$ cat config.mk
export PLATFORM = sky130hd
export DESIGN_NAME = dma_grp_arb
export DESIGN_NICKNAME = d
export VERILOG_FILES = /design/src/rtl/dma_grp_arb_pkg.sv /design/src/rtl/dma_grp_arb_pick.sv /design/src/rtl/dma_grp_arb_dup.sv /design/src/rtl/dma_grp_arb.sv
export SDC_FILE = /design/constraint.sdc
export NUM_CORES = 1
export LEC_CHECK = 0
export ABC_AREA = 0
export BUFFER_PORTS_ARGS = -buffer_cell sky130_fd_sc_hd__clkbuf_2
export CAP_MARGIN = 20
export CORE_MARGIN = 2
export CORE_UTILIZATION = 30
export DETAILED_ROUTE_END_ITERATION = 10
export HOLD_SLACK_MARGIN = 0.02
export PLACE_DENSITY = 0.44
export SLEW_MARGIN = 0
export SYNTH_ARGS = -nofsm -noshare
export SYNTH_HDL_FRONTEND = slang
export SYNTH_SLANG_ARGS = --single-unit
$ cat constraint.sdc
create_clock -name clk -period 16.4 [get_ports clk]
set_input_delay 0 -clock clk [delete_from_list [all_inputs] [get_ports clk]]
set_output_delay 0 -clock clk [all_outputs]
set_load 0.02 [all_outputs]
$ cat src/rtl/dma_grp_arb_pkg.sv
// Package: shared sizes and configuration map of the grouped DMA arbiter.
// Assumes addresses fit in CFG_AW bits and that the enable bytes follow the
// clear register.
package dma_grp_arb_pkg;
    localparam int DEF_GROUPS   = 2;
    localparam int DEF_CH_PER_G = 8;
    localparam int DEF_GPRI_W   = 1;
    localparam int DEF_CPRI_W   = 3;
    localparam int CFG_AW       = 5;
    localparam int CFG_DW       = 8;
    localparam int CLR_ADDR     = 20;
    localparam int EN_BASE      = 21;
    localparam int CLR_GRP_BIT  = 0;
    localparam int CLR_CHN_BIT  = 1;
    localparam int CLR_NUM_BIT  = 2;
endpackage

$ cat src/rtl/dma_grp_arb_pick.sv
// Picks the valid entry with the largest priority value. Equal values go to
// the lowest index. Purely combinational; assumes N >= 1.
module dma_grp_arb_pick #(
    parameter int N     = 8,
    parameter int W     = 3,
    localparam int IDX_W = (N > 1) ? $clog2(N) : 1
) (
    input  logic [N-1:0]   valid,
    input  logic [N*W-1:0] pri_flat,
    output logic           found,
    output logic [IDX_W-1:0] idx
);
    logic [W-1:0] best;

    // Linear scan; strict greater-than keeps the lowest index on a tie.
    always_comb begin
        found = 1'b0;
        idx   = '0;
        best  = '0;
        for (int i = 0; i < N; i++) begin
            if (valid[i] && (!found || pri_flat[i*W +: W] > best)) begin
                found = 1'b1;
                idx   = IDX_W'(i);
                best  = pri_flat[i*W +: W];
            end
        end
    end
endmodule

$ cat src/rtl/dma_grp_arb_dup.sv
// Flags any two entries whose priority values are equal. Pairwise compare,
// N*(N-1)/2 comparators; combinational.
module dma_grp_arb_dup #(
    parameter int N = 8,
    parameter int W = 3
) (
    input  logic [N*W-1:0] pri_flat,
    output logic           dup
);
    // OR of all pairwise equalities.
    always_comb begin
        dup = 1'b0;
        for (int i = 0; i < N; i++) begin
            for (int j = i + 1; j < N; j++) begin
                if (pri_flat[i*W +: W] == pri_flat[j*W +: W]) dup = 1'b1;
            end
        end
    end
endmodule

$ cat src/rtl/dma_grp_arb.sv
// Two-level fixed-priority DMA channel arbiter.
// - Picks a group, then a channel inside it, whenever the engine is idle and
//   no grant is held.
// - Holds the grant until the engine signals done.
// - Flags duplicated group and channel priorities, records the granted
//   channel and drives a maskable error interrupt.
// Assumes the engine drops eng_idle while it works on a grant.
module dma_grp_arb
    import dma_grp_arb_pkg::*;
#(
    parameter int GROUPS   = DEF_GROUPS,
    parameter int CH_PER_G = DEF_CH_PER_G,
    parameter int GPRI_W   = DEF_GPRI_W,
    parameter int CPRI_W   = DEF_CPRI_W,
    localparam int NCH     = GROUPS * CH_PER_G,
    localparam int CH_W    = (NCH > 1) ? $clog2(NCH) : 1,
    localparam int GSEL_W  = (GROUPS > 1) ? $clog2(GROUPS) : 1,
    localparam int LOC_W   = (CH_PER_G > 1) ? $clog2(CH_PER_G) : 1,
    localparam int GRP_BASE = NCH
) (
    input  logic              clk,
    input  logic              rst_n,
    input  logic [NCH-1:0]    req,
    input  logic              eng_idle,
    input  logic              eng_done,
    input  logic              cfg_we,
    input  logic [CFG_AW-1:0] cfg_addr,
    input  logic [CFG_DW-1:0] cfg_wdata,
    output logic              gnt_valid,
    output logic [CH_W-1:0]   gnt_ch,
    output logic [NCH-1:0]    ack,
    output logic              err_grp,
    output logic              err_chn,
    output logic [CH_W-1:0]   err_ch,
    output logic              err_irq
);
    logic [CPRI_W-1:0]        ch_pri  [NCH];
    logic [GPRI_W-1:0]        grp_pri [GROUPS];
    logic [NCH-1:0]           irq_en;
    logic [GROUPS-1:0]        grp_any;
    logic [GROUPS*GPRI_W-1:0] grp_flat;
    logic [GROUPS-1:0]        loc_found;
    logic [LOC_W-1:0]         loc_idx [GROUPS];
    logic [GROUPS-1:0]        ch_dup;
    logic                     grp_dup, grp_found, arb_go;
    logic [GSEL_W-1:0]        grp_idx;
    logic [CH_W-1:0]          win_ch;
    logic                     clr_wr;

    // Configuration registers: priorities and interrupt enables.
    always_ff @(posedge clk) begin
        if (!rst_n) begin
            for (int i = 0; i < NCH; i++) ch_pri[i] <= CPRI_W'(i % CH_PER_G);
            for (int g = 0; g < GROUPS; g++) grp_pri[g] <= GPRI_W'(g);
            irq_en <= '0;
        end else if (cfg_we) begin
            for (int i = 0; i < NCH; i++) begin
                if (cfg_addr == CFG_AW'(i)) ch_pri[i] <= cfg_wdata[CPRI_W-1:0];
                if (cfg_addr == CFG_AW'(EN_BASE + i / CFG_DW))
                    irq_en[i] <= cfg_wdata[i % CFG_DW];
            end
            for (int g = 0; g < GROUPS; g++)
                if (cfg_addr == CFG_AW'(GRP_BASE + g)) grp_pri[g] <= cfg_wdata[GPRI_W-1:0];
        end
    end

    // Per-group request OR, channel winner and duplicate check.
    for (genvar g = 0; g < GROUPS; g++) begin : g_grp
        logic [CH_PER_G*CPRI_W-1:0] cp_flat;
        for (genvar l = 0; l < CH_PER_G; l++) begin : g_ch
            assign cp_flat[l*CPRI_W +: CPRI_W] = ch_pri[g*CH_PER_G + l];
        end
        assign grp_any[g] = |req[g*CH_PER_G +: CH_PER_G];
        assign grp_flat[g*GPRI_W +: GPRI_W] = grp_pri[g];

        dma_grp_arb_pick #(.N(CH_PER_G), .W(CPRI_W)) u_cpick (
            .valid(req[g*CH_PER_G +: CH_PER_G]), .pri_flat(cp_flat),
            .found(loc_found[g]), .idx(loc_idx[g]));
        dma_grp_arb_dup #(.N(CH_PER_G), .W(CPRI_W)) u_cdup (
            .pri_flat(cp_flat), .dup(ch_dup[g]));
    end

    dma_grp_arb_pick #(.N(GROUPS), .W(GPRI_W)) u_gpick (
        .valid(grp_any), .pri_flat(grp_flat), .found(grp_found), .idx(grp_idx));
    dma_grp_arb_dup #(.N(GROUPS), .W(GPRI_W)) u_gdup (
        .pri_flat(grp_flat), .dup(grp_dup));

    assign win_ch = CH_W'(grp_idx) * CH_W'(CH_PER_G) + CH_W'(loc_idx[grp_idx]);
    assign arb_go = eng_idle && !gnt_valid && grp_found && loc_found[grp_idx];
    assign clr_wr = cfg_we && (cfg_addr == CFG_AW'(CLR_ADDR));

    // Grant register: load on arbitration, release on engine done.
    always_ff @(posedge clk) begin
        if (!rst_n) begin
            gnt_valid <= 1'b0;
            gnt_ch    <= '0;
        end else if (arb_go) begin
            gnt_valid <= 1'b1;
            gnt_ch    <= win_ch;
        end else if (gnt_valid && eng_done) begin
            gnt_valid <= 1'b0;
        end
    end

    // Sticky error state: write-one clear first, a new error overrides it.
    always_ff @(posedge clk) begin
        if (!rst_n) begin
            err_grp <= 1'b0;
            err_chn <= 1'b0;
            err_ch  <= '0;
        end else begin
            if (clr_wr && cfg_wdata[CLR_GRP_BIT]) err_grp <= 1'b0;
            if (clr_wr && cfg_wdata[CLR_CHN_BIT]) err_chn <= 1'b0;
            if (clr_wr && cfg_wdata[CLR_NUM_BIT]) err_ch  <= '0;
            if (arb_go && grp_dup)         err_grp <= 1'b1;
            if (arb_go && ch_dup[grp_idx]) err_chn <= 1'b1;
            if (arb_go && (grp_dup || ch_dup[grp_idx])) err_ch <= win_ch;
        end
    end

    // Acknowledge follows the granted channel and its live request.
    always_comb begin
        ack = '0;
        if (gnt_valid) ack[gnt_ch] = req[gnt_ch];
    end

    // Interrupt gated by the enable of the recorded channel.
    assign err_irq = (err_grp || err_chn) && irq_en[err_ch];

    p_grant_on_idle_r6: assert property (@(posedge clk) disable iff (!rst_n)
        (eng_idle && !gnt_valid && |req) |=> gnt_valid);
    p_no_grant_busy_r6: assert property (@(posedge clk) disable iff (!rst_n)
        (!gnt_valid && !eng_idle) |=> !gnt_valid);
    p_grant_hold_r6: assert property (@(posedge clk) disable iff (!rst_n)
        (gnt_valid && !eng_done) |=> (gnt_valid && $stable(gnt_ch)));
    p_ack_single_r7: assert property (@(posedge clk) disable iff (!rst_n)
        $onehot0(ack));
    p_grp_err_needs_req_r8: assert property (@(posedge clk) disable iff (!rst_n)
        $rose(err_grp) |-> $past(|req));
    p_grp_err_sticky_r11: assert property (@(posedge clk) disable iff (!rst_n)
        (err_grp && !(clr_wr && cfg_wdata[CLR_GRP_BIT])) |=> err_grp);
    p_chn_err_sticky_r11: assert property (@(posedge clk) disable iff (!rst_n)
        (err_chn && !(clr_wr && cfg_wdata[CLR_CHN_BIT])) |=> err_chn);
    p_irq_needs_flag_r12: assert property (@(posedge clk) disable iff (!rst_n)
        err_irq |-> (err_grp || err_chn));
endmodule

==> metrics.cfg <==
[status]
status=finished clean

[clock_tree]
ctsResizeCount=0
clk_path_buf_depth=2
cts-root-buf=clkbuf_16
insertion_delay_ns=0.34
clk_pin_slew_ns=0.07
cts_tree=yes
cts_sinks=77
cts_made_buffers=9
htreeDepth=3
cts_setup_buffers=0

[timing]
hold_viol=0
fin_ws_ns=5.485
period_needed_ns=10.92
worst_pin_slew_ns=0.8454
fmax_ghz=0.09161
drv_slew=0
min_period_over_period=0.6656
timing.slew.headroom=0.4333
setup-tns-final_ns=0
setup_viol=0
fin_skew_ns=0.007157
rsz0062_at_grt=false

[floorplanning]
rows=57
ios=62
die_area_um2=25580
die_y_um=159.9
coreArea_um2=24110
fp.dieW_um=159.9
start_util=0.3026

[placed_design]
gp_congestion=0.7764
place_hpwl_mm=15.81
pre_cts_ws_ns=5.575
numPortBuffers=61

[power]
p_clk_frac=0.280
p_per_area_nw_per_um2=91.66
p_int_uw=471.3
seq_power_share=0.360
p_leak_nw=3.136
pwr-share-comb=0.360
fin_total_pwr_uw=744.8
p_switching_uw=273.5
swShare=0.3672
ir_worst_vdd_v=0.00005496

[final_layout]
nets=934
nFillCells=2551
area_delta_synth_final_pct=11.39
layout-drive-gt1-share=0.1286
antennaDiodeCount=0

[min_path]
hold_path_class=in -> reg
hold_start=cfg_addr[3]
min_path_cells=3
hold_path_end=grp_pri[0][1]

[synthesis]
synth_edf_count=50
synth_cells=839
synth_top_cell_by_area=edfxtp_1
synth_seq_cells=77
synth_area_um2=7294
synth_top_cell_area_share=0.2058
synth_nets=915
yosys_most_used_dff=edfxtp_1
syn_avg_cell_area_um2=8.694
yosysMostFrequentCell=xnor2_1
yosysUniqueCellTypes=58
yosysWarnings=0
synth_area_leaders=edfxtp_1 21%, xnor2_1 10%, xor2_1 9.8%, dfxtp_1 7.4%, ha_1 7.2%
async_flop_share=0
yosys-top-cells-count=85 x xnor2_1, 82 x xor2_1, 80 x nor2_1, 66 x nand2_1, 50 x edfxtp_1
yosysSeqAreaShare=0.2799

[worst_setup_path]
cp.arrival_ns=11.11
critPathMaxStageDelay_ns=0.62
criticalPathCategory=reg -> reg
reg2reg_depth=48
timing.rr.end=gnt_ch[1]
crit_slowest_cell=edfxtp_1
crit_path_start_kind=register
cp_max_fo=12
critPathTopFamily=compound AO/OA/AOI/OAI gates
cp.required_ns=16.60
reg2reg_slack_ns=5.48
critPathCaptureType=register
cp_num_buf_inv=3
rr_startpoint=ch_pri[0][1]
crit_top_cell=o21ai_0

[routing]
vias=5840
vias_per_cell=4.920
drtIter0Drc=328
drtPass1Iterations=5
remaining_drc_errors=0
routed_wl_mm=20.51
ant_nets=0
avgRoutedWirePerCell_um=17.28

[grt]
overflow=0
grt_pass1_wl_mm=33.20
grt_max_degree=29
grt_pass1_vias=5928
grt_antenna_before_repair=0
grt_usage=0.1635

[job]
maxCapViolCount=0

-- power groups by stage --
stage	Sequential [mW]	Clock, mW	Combinational (mW)
after CTS	0.269	0.213	0.269
after global routing	0.272	0.218	0.308
after global placement	0.273	0	0.266
final	0.268	0.209	0.268
after detailed placement	0.273	0	0.266
after floorplan	0.236	0	0.232
-- cell families after synthesis --
logic type,count (synthesis),synth area share
DFF,77,0.2799
xor gates and xnor gates,167,0.2005
adders and majority gates,42,0.07204
buffers and inverters,111,0.06415
muxes,51,0.08936
AOI/OAI and AO/OA,131,0.1266
and+or+nand+nor,260,0.1674
-- worst max-delay path by stage --
stage | start | to | slack, ns | cells after the start
2_1_floorplan | ch_pri[0][1] | err_ch[1] | 6.57 | 49
3_3_place_gp | ch_pri[0][1] | gnt_ch[1] | 5.53 | 48
3_5_place_dp | ch_pri[0][1] | gnt_ch[1] | 5.58 | 48
4_1_cts | ch_pri[0][1] | gnt_ch[1] | 5.50 | 48
5_1_grt | ch_pri[0][1] | gnt_ch[1] | 4.42 | 48
6_report | ch_pri[0][1] | gnt_ch[1] | 5.48 | 48
-- cells in the final DEF (no fill, tap or decap), types with 3 or more instances in the layout --
cell type	count
and2_1	6
o21ai_1	6
mux2_4	3
edfxtp_1	50
a31oi_1	22
mux4_2	9
nand3b_1	4
ha_1	42
or2_2	3
a32oi_1	10
nor4_1	6
nand4_1	5
nor2b_1	20
clkbuf_16	9
inv_1	47
nor3_1	31
nand2_1	66
dfxtp_1	27
o21ai_0	28
nor2_1	80
nand3_1	24
o211a_1	4
a211oi_1	4
xor2_1	82
mux2i_1	28
a21oi_1	10
a21o_1	3
inv_6	5
a22oi_1	5
dlygate4sd3_1	9
o21a_1	9
mux2_2	11
nand2b_1	6
clkbuf_2	61
o311ai_0	11
xnor2_1	85
-- flip-flops by register name (all words and copies together), names as in the netlist --
register   flops
ch_pri        48
irq_en        16
err_ch         4
gnt_ch         4
grp_pri        2
err_chn        1
err_grp        1
gnt_valid      1
-- tightest hold or removal path: stages --
cell and delay, ns:
clkbuf_2 0.18, nor4_1 0.09, nand2_1 0.06
-- routing by layer --
metal / wire length, µm / GRT usage / up-vias
met4: 245 / 0.04054 / 0
met2: 8990 / 0.2611 / 124
li1: - / - / 2951
met5: 0 / 0 / -
met1: 10620 / 0.2347 / 2753
met3: 653 / 0.02026 / 12
-- stage by stage --
step / hold slack, ns / std cells / util / instance area [µm²]
6_report: 0.08853 / 1187 / 0.3371 / 8125
5_1_grt: 0.1524 / 1187 / 0.3371 / 8125
4_1_cts: 0.07249 / 1187 / 0.3371 / 8125
3_5_place_dp: 0.2663 / 1162 / 0.3205 / 7725
3_3_place_gp: 0.2622 / 1162 / 0.3205 / 7725
2_1_floorplan: 0.1469 / 839 / - / 7295
-- cell type report --
type	instances	area [µm²]	area share
multi-input combinational	651	4785	0.5889
sequential	77	2042	0.2513
tap	324	405.4	0.04989
timing repair buffer	71	402.9	0.04958
clock buffer	9	225.2	0.02772
inverter	48	180.2	0.02217
clock inverter	7	85.08	0.01047
-- repair_timing --
| item | 4_1_cts | 5_1_grt |
|---|---|---|
| hold buffers | 9 | 0 |
| endpoints found under the setup margin | 0 | 0 |
| endpoints found under the hold margin | 17 | 0 |
No activity file was read; power rests on OpenSTA's default activity.
